## src/rtl/pwr_pkg.sv

```systemverilog
package pwr_pkg;

  typedef enum logic [2:0] {
    S_RUN      = 3'd0,
    S_IDLE     = 3'd1,
    S_PD       = 3'd2,
    S_WAKE_INT = 3'd3,
    S_WAKE_RST = 3'd4,
    S_RST_HOLD = 3'd5
  } pwrState_e;

  localparam logic [1:0] MODE_RUN  = 2'b00;
  localparam logic [1:0] MODE_IDLE = 2'b01;
  localparam logic [1:0] MODE_PD   = 2'b10;

  // strobes from control to counters
  typedef struct packed {
    logic stabClr;  // restart settling count
    logic stabRun;  // settling count advances
    logic qualRun;  // oscillator stable, reset qualification may count
  } ctrlStb_t;

endpackage

```

## src/rtl/pwr_counters.sv

```systemverilog
module pwr_counters
  import pwr_pkg::*;
#(
  parameter int CYC_PER_MC = 12,
  parameter int RST_MC     = 2,
  parameter int STAB_W     = 16,
  parameter int N_EXT      = 2
) (
  input  logic              clk,
  input  logic              porN,
  input  ctrlStb_t          stb,
  input  logic              resetPin,
  input  logic [N_EXT-1:0]  intPinN,
  input  logic [N_EXT-1:0]  intEn,
  input  logic [N_EXT-1:0]  intLevel,
  input  logic [STAB_W-1:0] stabLimit,
  output logic              qualHit,
  output logic              stabDone,
  output logic              wakeLow
);

  localparam int QUAL_LEN = CYC_PER_MC * RST_MC;
  localparam int QW       = $clog2(QUAL_LEN + 1);

  logic [QW-1:0]     qualCnt;
  logic [STAB_W-1:0] stabCnt;
  logic [N_EXT-1:0]  pinWake;

  // reset pin qualification: consecutive stable-clock edges with pin high
  always_ff @(posedge clk or negedge porN) begin
    if (!porN) begin
      qualCnt <= '0;
    end else if (!resetPin || !stb.qualRun || qualHit) begin
      qualCnt <= '0;
    end else begin
      qualCnt <= qualCnt + 1'b1;
    end
  end

  assign qualHit = stb.qualRun && resetPin && (qualCnt == QW'(QUAL_LEN - 1));

  // oscillator settling counter
  always_ff @(posedge clk or negedge porN) begin
    if (!porN) begin
      stabCnt <= '0;
    end else if (stb.stabClr) begin
      stabCnt <= '0;
    end else if (stb.stabRun && (stabCnt < stabLimit)) begin
      stabCnt <= stabCnt + 1'b1;
    end
  end

  assign stabDone = stb.stabRun && (stabCnt >= stabLimit);

  // only enabled, level-configured pins held low may wake
  for (genvar i = 0; i < N_EXT; i++) begin : g_wake
    assign pinWake[i] = intEn[i] && intLevel[i] && !intPinN[i];
  end
  assign wakeLow = |pinWake;

  AST_QUAL_BOUND: assert property (@(posedge clk) disable iff (!porN)
    qualCnt < QW'(QUAL_LEN));

  AST_QUAL_DROP: assert property (@(posedge clk) disable iff (!porN)
    !resetPin |=> qualCnt == '0);

  AST_STAB_HELD_IN_PD: assert property (@(posedge clk) disable iff (!porN)
    stb.stabClr |=> stabCnt == '0);

endmodule

```

## src/rtl/pwr_fsm.sv

```systemverilog
module pwr_fsm
  import pwr_pkg::*;
(
  input  logic       clk,
  input  logic       porN,
  input  logic       resetPin,
  input  logic       anyIntPend,
  input  logic       idleReq,
  input  logic       pdReq,
  input  logic       qualHit,
  input  logic       stabDone,
  input  logic       wakeLow,
  output ctrlStb_t   stb,
  output logic       coreClkEn,
  output logic       oscRun,
  output logic       coreRst,
  output logic       sfrRstStb,
  output logic [1:0] pinMode
);

  pwrState_e state, stateNxt;
  logic      inWake;
  logic      oscStable;

  always_comb begin
    stateNxt = state;
    unique case (state)
      S_RUN: begin
        if (qualHit)      stateNxt = S_RST_HOLD;
        else if (pdReq)   stateNxt = S_PD;
        else if (idleReq) stateNxt = S_IDLE;
      end
      S_IDLE: begin
        if (qualHit)         stateNxt = S_RST_HOLD;
        else if (anyIntPend) stateNxt = S_RUN;
      end
      S_PD: begin
        if (resetPin)     stateNxt = S_WAKE_RST;
        else if (wakeLow) stateNxt = S_WAKE_INT;
      end
      S_WAKE_INT: begin
        if (qualHit)                   stateNxt = S_RST_HOLD;
        else if (stabDone && !wakeLow) stateNxt = S_RUN;
      end
      S_WAKE_RST: begin
        if (qualHit)                    stateNxt = S_RST_HOLD;
        else if (stabDone && !resetPin) stateNxt = S_PD;
      end
      S_RST_HOLD: begin
        if (!resetPin) stateNxt = S_RUN;
      end
      default: stateNxt = S_RUN;
    endcase
  end

  always_ff @(posedge clk or negedge porN) begin
    if (!porN) begin
      state     <= S_RUN;
      sfrRstStb <= 1'b0;
    end else begin
      state     <= stateNxt;
      sfrRstStb <= (stateNxt == S_RST_HOLD) && (state != S_RST_HOLD);
    end
  end

  assign inWake    = (state == S_WAKE_INT) || (state == S_WAKE_RST);
  assign oscStable = (state == S_RUN) || (state == S_IDLE) ||
                     (state == S_RST_HOLD) || (inWake && stabDone);

  assign stb.stabClr = (state == S_PD);
  assign stb.stabRun = inWake;
  assign stb.qualRun = oscStable && (state != S_RST_HOLD);

  assign oscRun    = (state != S_PD);
  assign coreClkEn = (state == S_RUN) || (state == S_RST_HOLD);
  assign coreRst   = (state == S_RST_HOLD);

  always_comb begin
    unique case (state)
      S_IDLE:                       pinMode = MODE_IDLE;
      S_PD, S_WAKE_INT, S_WAKE_RST: pinMode = MODE_PD;
      default:                      pinMode = MODE_RUN;
    endcase
  end

  AST_SFR_ONE_CYCLE: assert property (@(posedge clk) disable iff (!porN)
    sfrRstStb |=> !sfrRstStb);

  AST_SFR_WITH_RST: assert property (@(posedge clk) disable iff (!porN)
    sfrRstStb |-> coreRst);

  AST_RST_HELD: assert property (@(posedge clk) disable iff (!porN)
    (coreRst && resetPin) |=> coreRst);

  AST_PD_PRIORITY: assert property (@(posedge clk) disable iff (!porN)
    (state == S_RUN && pdReq && !qualHit) |=> (pinMode == MODE_PD && !oscRun));

  AST_IDLE_EXIT: assert property (@(posedge clk) disable iff (!porN)
    (state == S_IDLE && anyIntPend && !qualHit) |=> (pinMode == MODE_RUN && coreClkEn));

  AST_NO_UNGATE_FROM_STOP: assert property (@(posedge clk) disable iff (!porN)
    !oscRun |=> !coreClkEn);

  AST_PD_IGNORES_REQ: assert property (@(posedge clk) disable iff (!porN)
    (state == S_PD && !resetPin && !wakeLow) |=> !oscRun);

endmodule

```

## src/rtl/pwr_mode_ctrl.sv

```systemverilog
module pwr_mode_ctrl
  import pwr_pkg::*;
#(
  parameter int CYC_PER_MC = 12,
  parameter int RST_MC     = 2,
  parameter int STAB_W     = 16
) (
  input  logic              clk,
  input  logic              porN,
  input  logic              resetPin,
  input  logic [1:0]        intPinN,
  input  logic [1:0]        intEn,
  input  logic [1:0]        intLevel,
  input  logic              anyIntPend,
  input  logic              idleReq,
  input  logic              pdReq,
  input  logic [STAB_W-1:0] stabLimit,
  output logic              coreClkEn,
  output logic              oscRun,
  output logic              coreRst,
  output logic              sfrRstStb,
  output logic [1:0]        pinMode
);

  ctrlStb_t stb;
  logic     qualHit;
  logic     stabDone;
  logic     wakeLow;

  pwr_counters #(
    .CYC_PER_MC(CYC_PER_MC),
    .RST_MC    (RST_MC),
    .STAB_W    (STAB_W),
    .N_EXT     (2)
  ) counters_i (
    .clk      (clk),
    .porN     (porN),
    .stb      (stb),
    .resetPin (resetPin),
    .intPinN  (intPinN),
    .intEn    (intEn),
    .intLevel (intLevel),
    .stabLimit(stabLimit),
    .qualHit  (qualHit),
    .stabDone (stabDone),
    .wakeLow  (wakeLow)
  );

  pwr_fsm fsm_i (
    .clk       (clk),
    .porN      (porN),
    .resetPin  (resetPin),
    .anyIntPend(anyIntPend),
    .idleReq   (idleReq),
    .pdReq     (pdReq),
    .qualHit   (qualHit),
    .stabDone  (stabDone),
    .wakeLow   (wakeLow),
    .stb       (stb),
    .coreClkEn (coreClkEn),
    .oscRun    (oscRun),
    .coreRst   (coreRst),
    .sfrRstStb (sfrRstStb),
    .pinMode   (pinMode)
  );

endmodule

```

## config.mk

```make
export PLATFORM = sky130hd
export DESIGN_NAME = pwr_mode_ctrl
export DESIGN_NICKNAME = d
export VERILOG_FILES = /design/src/rtl/pwr_pkg.sv /design/src/rtl/pwr_counters.sv /design/src/rtl/pwr_fsm.sv /design/src/rtl/pwr_mode_ctrl.sv
export SDC_FILE = /design/constraint.sdc
export NUM_CORES = 1
export LEC_CHECK = 0
export BUFFER_PORTS_ARGS = -buffer_cell sky130_fd_sc_hd__buf_2
export CORE_MARGIN = 3
export CORE_UTILIZATION = 25
export DETAILED_ROUTE_END_ITERATION = 7
export PLACE_DENSITY = 0.5
export SLEW_MARGIN = 15
export SYNTH_ARGS = -nofsm -noshare
export SYNTH_HDL_FRONTEND = slang
export SYNTH_SLANG_ARGS = --single-unit
```

## constraint.sdc

```tcl
create_clock -name clk -period 4.6 [get_ports clk]
set_input_delay 0.92 -clock clk [delete_from_list [all_inputs] [get_ports clk]]
set_output_delay 0.92 -clock clk [all_outputs]
set_load 0.02 [all_outputs]
```

# --- Word level (Yosys, flattened, before mapping) ---
# Index checks and enable logic that the tools add are counted.
word_totals:
  ff_bits: 25
  inputBits: 28
  out_inout_bits: 6
  wordCells: 63
classes:
  add_sub_neg: 2
  n_lt_le_gt_ge: 2
  eq_ne: 9
  mux: 17
  reduce_logical: 29
op_table:
  columns: ["operator", "n"]
  rows:
  - ["$mux 3", 12]
  - ["$mux 16", 2]
  - ["$pmux 3 s6", 1]
  - ["$add 16x1->16 const B", 1]
  - ["$ge 16x16->1", 1]
  - ["$lt 16x16->1", 1]
  - ["$logic_and 1x1->1", 13]
  - ["$eq 3x3->1 const B", 3]
  - ["$logic_or 1x1->1", 7]
  - ["$eq 3x2->1 const B", 2]
  - ["$add 5x1->5 const B", 1]
  - ["$eq 5x5->1 const B", 1]
  - ["$logic_not 1->1", 5]
  - ["$mux 5", 1]
  - ["$pmux 2 s2", 1]
  - ["$eq 3x1->1 const B", 1]
  - ["$logic_not 3->1", 1]
  - ["$ne 3x2->1 const B", 1]
  - ["$ne 3x3->1 const B", 1]
  - ["$reduce_or 3->1", 1]
  - ["$reduce_bool 2->1", 1]
  - ["$reduce_or 2->1", 1]

# --- Longest topological paths before layout ---
depth:
  word_depth: 12
  ltp_mapped: 9

# --- Hierarchy ---
# Synthesis repeated with hierarchy kept, for this count alone.
unflattened:
  cells_unflattened: 218
  area_unflattened_um2: 1905.6
modules_own_cells:
  columns: ["mod", "n_inst", "cells_per_inst", "area_each_um2", "seq_area_each_um2"]
  rows:
  - ["pwr_counters", 1, 171, 1508.9, 525.5]
  - ["pwr_fsm", 1, 47, 396.6, 100.1]

# --- Worst setup path before layout ---
# No wires, ideal clock.
synth_path:
  path_kind: "input port to flip-flop"
  start: "input port stabLimit[1]"
  end: "register counters_i.stabCnt[14]"
  arrival_time_ns: 2.653
  required_time_ns: 4.523
  slack_ns: 1.870
  path_stages: 8
  cell_sequence: "inv_1 -> ha_1 -> nor2b_1 -> o211a_1 -> o21ai_0 -> nand4_1 -> or4_1 -> a21oi_1"
synth_via:
  elab_chain_len: 3
synth_rtl:
  columns: ["element", "line_no", "text"]
  rows:
  - ["start: declaration", "pwr_mode_ctrl.sv:17", "input logic [STAB_W-1:0] stabLimit,"]
  - ["$lt 16x16->1", "pwr_counters.sv:48", "end else if (stb.stabRun && (stabCnt < stabLimit)) begin"]
  - ["$logic_and 1x1->1", "pwr_counters.sv:48", null]
  - ["$reduce_bool 2->1 (no line)", null, null]
  - ["end signal: assignment", "pwr_counters.sv:49", "stabCnt <= stabCnt + 1'b1;"]
  - ["end: declaration", "pwr_counters.sv:26", "logic [STAB_W-1:0] stabCnt;"]
# No other way between the ends.
# A chain may end at the register's enable or synchronous reset.

# --- Worst setup path after layout ---
# Ends and elaborated chain as after synthesis.

==> flow_metrics.env <==
export IMPL_io_buffers=33
export IMPL_insertion_delay_ns=0.27
export IMPL_drtIter0Drc=78
export IMPL_final_util=0.308
export IMPL_status="complete, no violations"
export IMPL_worst_pin_slew_ns=0.575
export IMPL_switchingPower_uw=280
export IMPL_first_pass_iters=4
export IMPL_startpoint_type="input port"
export IMPL_die_height_um=90.4
export IMPL_syn_num_nets=255
export IMPL_slowest_delay_ns=0.64
export IMPL_crit_chain="buf_2, inv_1, ha_1, nor2b_1, o211a_1, o21ai_0, nand4_1, or4_1, a21oi_1"
export IMPL_worst_setup_path_type="in -> reg"
export IMPL_track_usage=0.111
export IMPL_wl_per_cell_um=12.7
export IMPL_p_total_uw=692
export IMPL_final_cell_area_um2=2100
export IMPL_ys_seq_elements=25
export IMPL_synth_cell_types=45
export IMPL_clkTransAtPathRegs_ns=0.08
export IMPL_dp_hpwl_um=3310
export IMPL_seqPwrFrac=0.410
export IMPL_cts_max_path_buffers=2
export IMPL_arrival_ns=3.31
export IMPL_setup_viol=0
export IMPL_die_area_um2=8170
export IMPL_drc_errors=0
export IMPL_drive_above_1_share=0.173
export IMPL_power_density_nw_per_um2=329
export IMPL_clock_sinks=25
export IMPL_cts_resized=0
export IMPL_yosys_warnings=0
export IMPL_required_ns=4.79
export IMPL_fp_row_count=30
export IMPL_fin_tns_setup_ns=0
export IMPL_crit_path_max_fanout=18
export IMPL_p_comb_frac=0.399
export IMPL_viasPerCell=4.86
export IMPL_power_leakage_nw=0.987
export IMPL_slowest_stage="or4_1"
export IMPL_antenna_found_initial=0
export IMPL_io_pins=34
export IMPL_rsz0062_at_grt="no"
export IMPL_cp_end_kind="flop"
export IMPL_route_vias_total=1647
export IMPL_fmax_mhz=320
export IMPL_final_nets=290
export IMPL_synth_cells=209
export IMPL_pwr_share_clk=0.190
export IMPL_cts_tree="done"
export IMPL_diodes=0
export IMPL_overflow=0
export IMPL_layout_min_cycle_time_ns=3.12
export IMPL_initial_core_util=0.261
export IMPL_fin_skew_ns=0.00642
export IMPL_crit_buf_inv=2
export IMPL_routed_wl_um=4310
export IMPL_grt_start_max_net_pins=26
export IMPL_grt_pass1_vias=1644
export IMPL_timing_final_max_slew_violations=0
export IMPL_root_buffer="clkbuf_8"
export IMPL_area_delta_synth_final_pct=18.1
export IMPL_h_tree_depth=1
export IMPL_hold_path_class="reg -> reg"
export IMPL_hold_violations=0
export IMPL_gp_congestion=0.776
export IMPL_fin_crit_sh=0.679
export IMPL_cts_made_buffers=3
export IMPL_p_sw_frac=0.405
export IMPL_placed_area_um2=2060
export IMPL_syn_area_per_cell_um2=8.52
export IMPL_netlist_area_um2=1780
export IMPL_ys_seq_area_frac=0.351
export IMPL_die_width_um=90.4
export IMPL_grt_pass1_wl_um=7570
export IMPL_p_int_uw=412
export IMPL_ant_nets=0
export IMPL_ir_worst_vdd_mv=0.0932
export IMPL_cts_hold_buffers=0
export IMPL_fill_cells=765
export IMPL_maxSlewHeadroom=0.617
export IMPL_post_cts_buffers=0
export IMPL_cpLargestDelayFamily="simple AND/OR/NAND/NOR gates"
export IMPL_coreArea_um2=6830
export IMPL_maxCapViolCount=0
-- kinds of logic after synthesis --
family | after synthesis | share of synthesized area
AND/OR/NAND/NOR | 76 | 0.234
AO/OA/AOI/OAI | 59 | 0.213
buffers and inverters | 28 | 0.0597
flip-flops | 25 | 0.351
adder cells (fa/ha/maj) | 18 | 0.126
XOR/XNOR | 2 | 0.00984
multiplexers | 1 | 0.00562
-- flip-flops by register name (all words and copies together), names as in the netlist --
| register | count |
|---|---|
| counters_i.stabCnt | 16 |
| fsm_i.sfrRstStb | 1 |
| fsm_i.state | 3 |
| counters_i.qualCnt | 5 |
-- final timing paths --
path	start	to	slack, ns	depth (start not counted)
min in group asynchronous	porN	counters_i.stabCnt[7]	0.63	1
hold / removal	counters_i.qualCnt[0]	counters_i.qualCnt[0]	0.47	1
hold reg to reg	counters_i.qualCnt[0]	counters_i.qualCnt[0]	0.47	1
setup reg to reg	counters_i.stabCnt[1]	counters_i.stabCnt[14]	1.81	7
max in group asynchronous	porN	counters_i.qualCnt[1]	3.58	1
setup / recovery	stabLimit[1]	counters_i.stabCnt[14]	1.48	9
-- cells in the mapped netlist (all sizes together) --
| master | number | share of area |
|---|---|---|
| a211o | 1 | 0.0049 |
| ha | 18 | 0.13 |
| o21bai | 1 | 0.0042 |
| nand2 | 21 | 0.044 |
| o31ai | 3 | 0.013 |
| nor2b | 1 | 0.0035 |
| a41oi | 1 | 0.0049 |
| and2 | 1 | 0.0035 |
| xnor2 | 1 | 0.0049 |
| nand2b | 1 | 0.0035 |
| or4 | 3 | 0.013 |
| mux2i | 1 | 0.0056 |
| and3 | 2 | 0.0070 |
| o31a | 1 | 0.0049 |
| a21o | 1 | 0.0042 |
| o211ai | 2 | 0.0084 |
| o32a | 1 | 0.0063 |
| nand3 | 8 | 0.022 |
| nor3 | 6 | 0.017 |
| nor3b | 2 | 0.0084 |
| nand4 | 6 | 0.025 |
| dfrtp | 25 | 0.35 |
| o21a | 4 | 0.017 |
| or3b | 1 | 0.0049 |
| a21oi | 19 | 0.053 |
| a2111o | 1 | 0.0063 |
| inv | 24 | 0.051 |
| o22ai | 2 | 0.0070 |
| nor4 | 4 | 0.014 |
| clkbuf | 4 | 0.0091 |
| and4 | 1 | 0.0049 |
| a2bb2oi | 2 | 0.0098 |
| o211a | 1 | 0.0056 |
| nand3b | 1 | 0.0042 |
| xor2 | 1 | 0.0049 |
| o22a | 2 | 0.0098 |
| or3 | 10 | 0.037 |
| o21ai | 15 | 0.042 |
| a22oi | 2 | 0.011 |
| nor2 | 6 | 0.013 |
| nor4b | 2 | 0.0098 |
-- power groups by stage --
| stage | clock network [mW] | registers [mW] | logic (mW) |
|---|---|---|---|
| after floorplan | 0 | 0.269 | 0.207 |
| after global placement | 0 | 0.288 | 0.280 |
| after detailed placement | 0 | 0.288 | 0.279 |
| after CTS | 0.140 | 0.283 | 0.280 |
| after global routing | 0.149 | 0.291 | 0.315 |
| final | 0.132 | 0.284 | 0.276 |
-- area by class of cell --
type,instances,area [um2],area share
flip-flops and latches,25,626,0.298
multi-input cells,156,1050,0.499
inverters,24,90.1,0.0429
clock buffers,4,45.0,0.0214
well taps,96,120,0.0571
repair buffers,34,173,0.0821
-- metal layers --
metal	vias up	GRT usage	part of all wire
met5	-	0	0
met4	0	0.0344	0.014
met3	5	0.0125	0.022
met2	21	0.184	0.47
met1	785	0.151	0.49
li1	836	-	-
-- cell usage in the layout, fill, tap and decap left out, drive strengths merged, types with 2 or more instances in the layout --
cell type and n:
a21oi 19, a22oi 2, a2bb2oi 2, and3 2
buf 34, clkbuf 4, dfrtp 25, ha 18
inv 24, nand2 21, nand3 8, nand4 6
nor2 6, nor3 6, nor3b 2, nor4 4
nor4b 2, o211ai 2, o21a 4, o21ai 15
o22a 2, o22ai 2, o31ai 3, or3 10
or4 3
-- through the flow --
step,hold WS (ns),std cells,setup slack [ns]
finish,0.471,339,1.48
global route,0.521,339,1.16
CTS,0.477,339,1.50
detailed placement,0.464,335,1.24
global placement,0.464,335,1.27
floorplan,0.442,209,1.87
No activity file was read; power rests on OpenSTA's default activity.
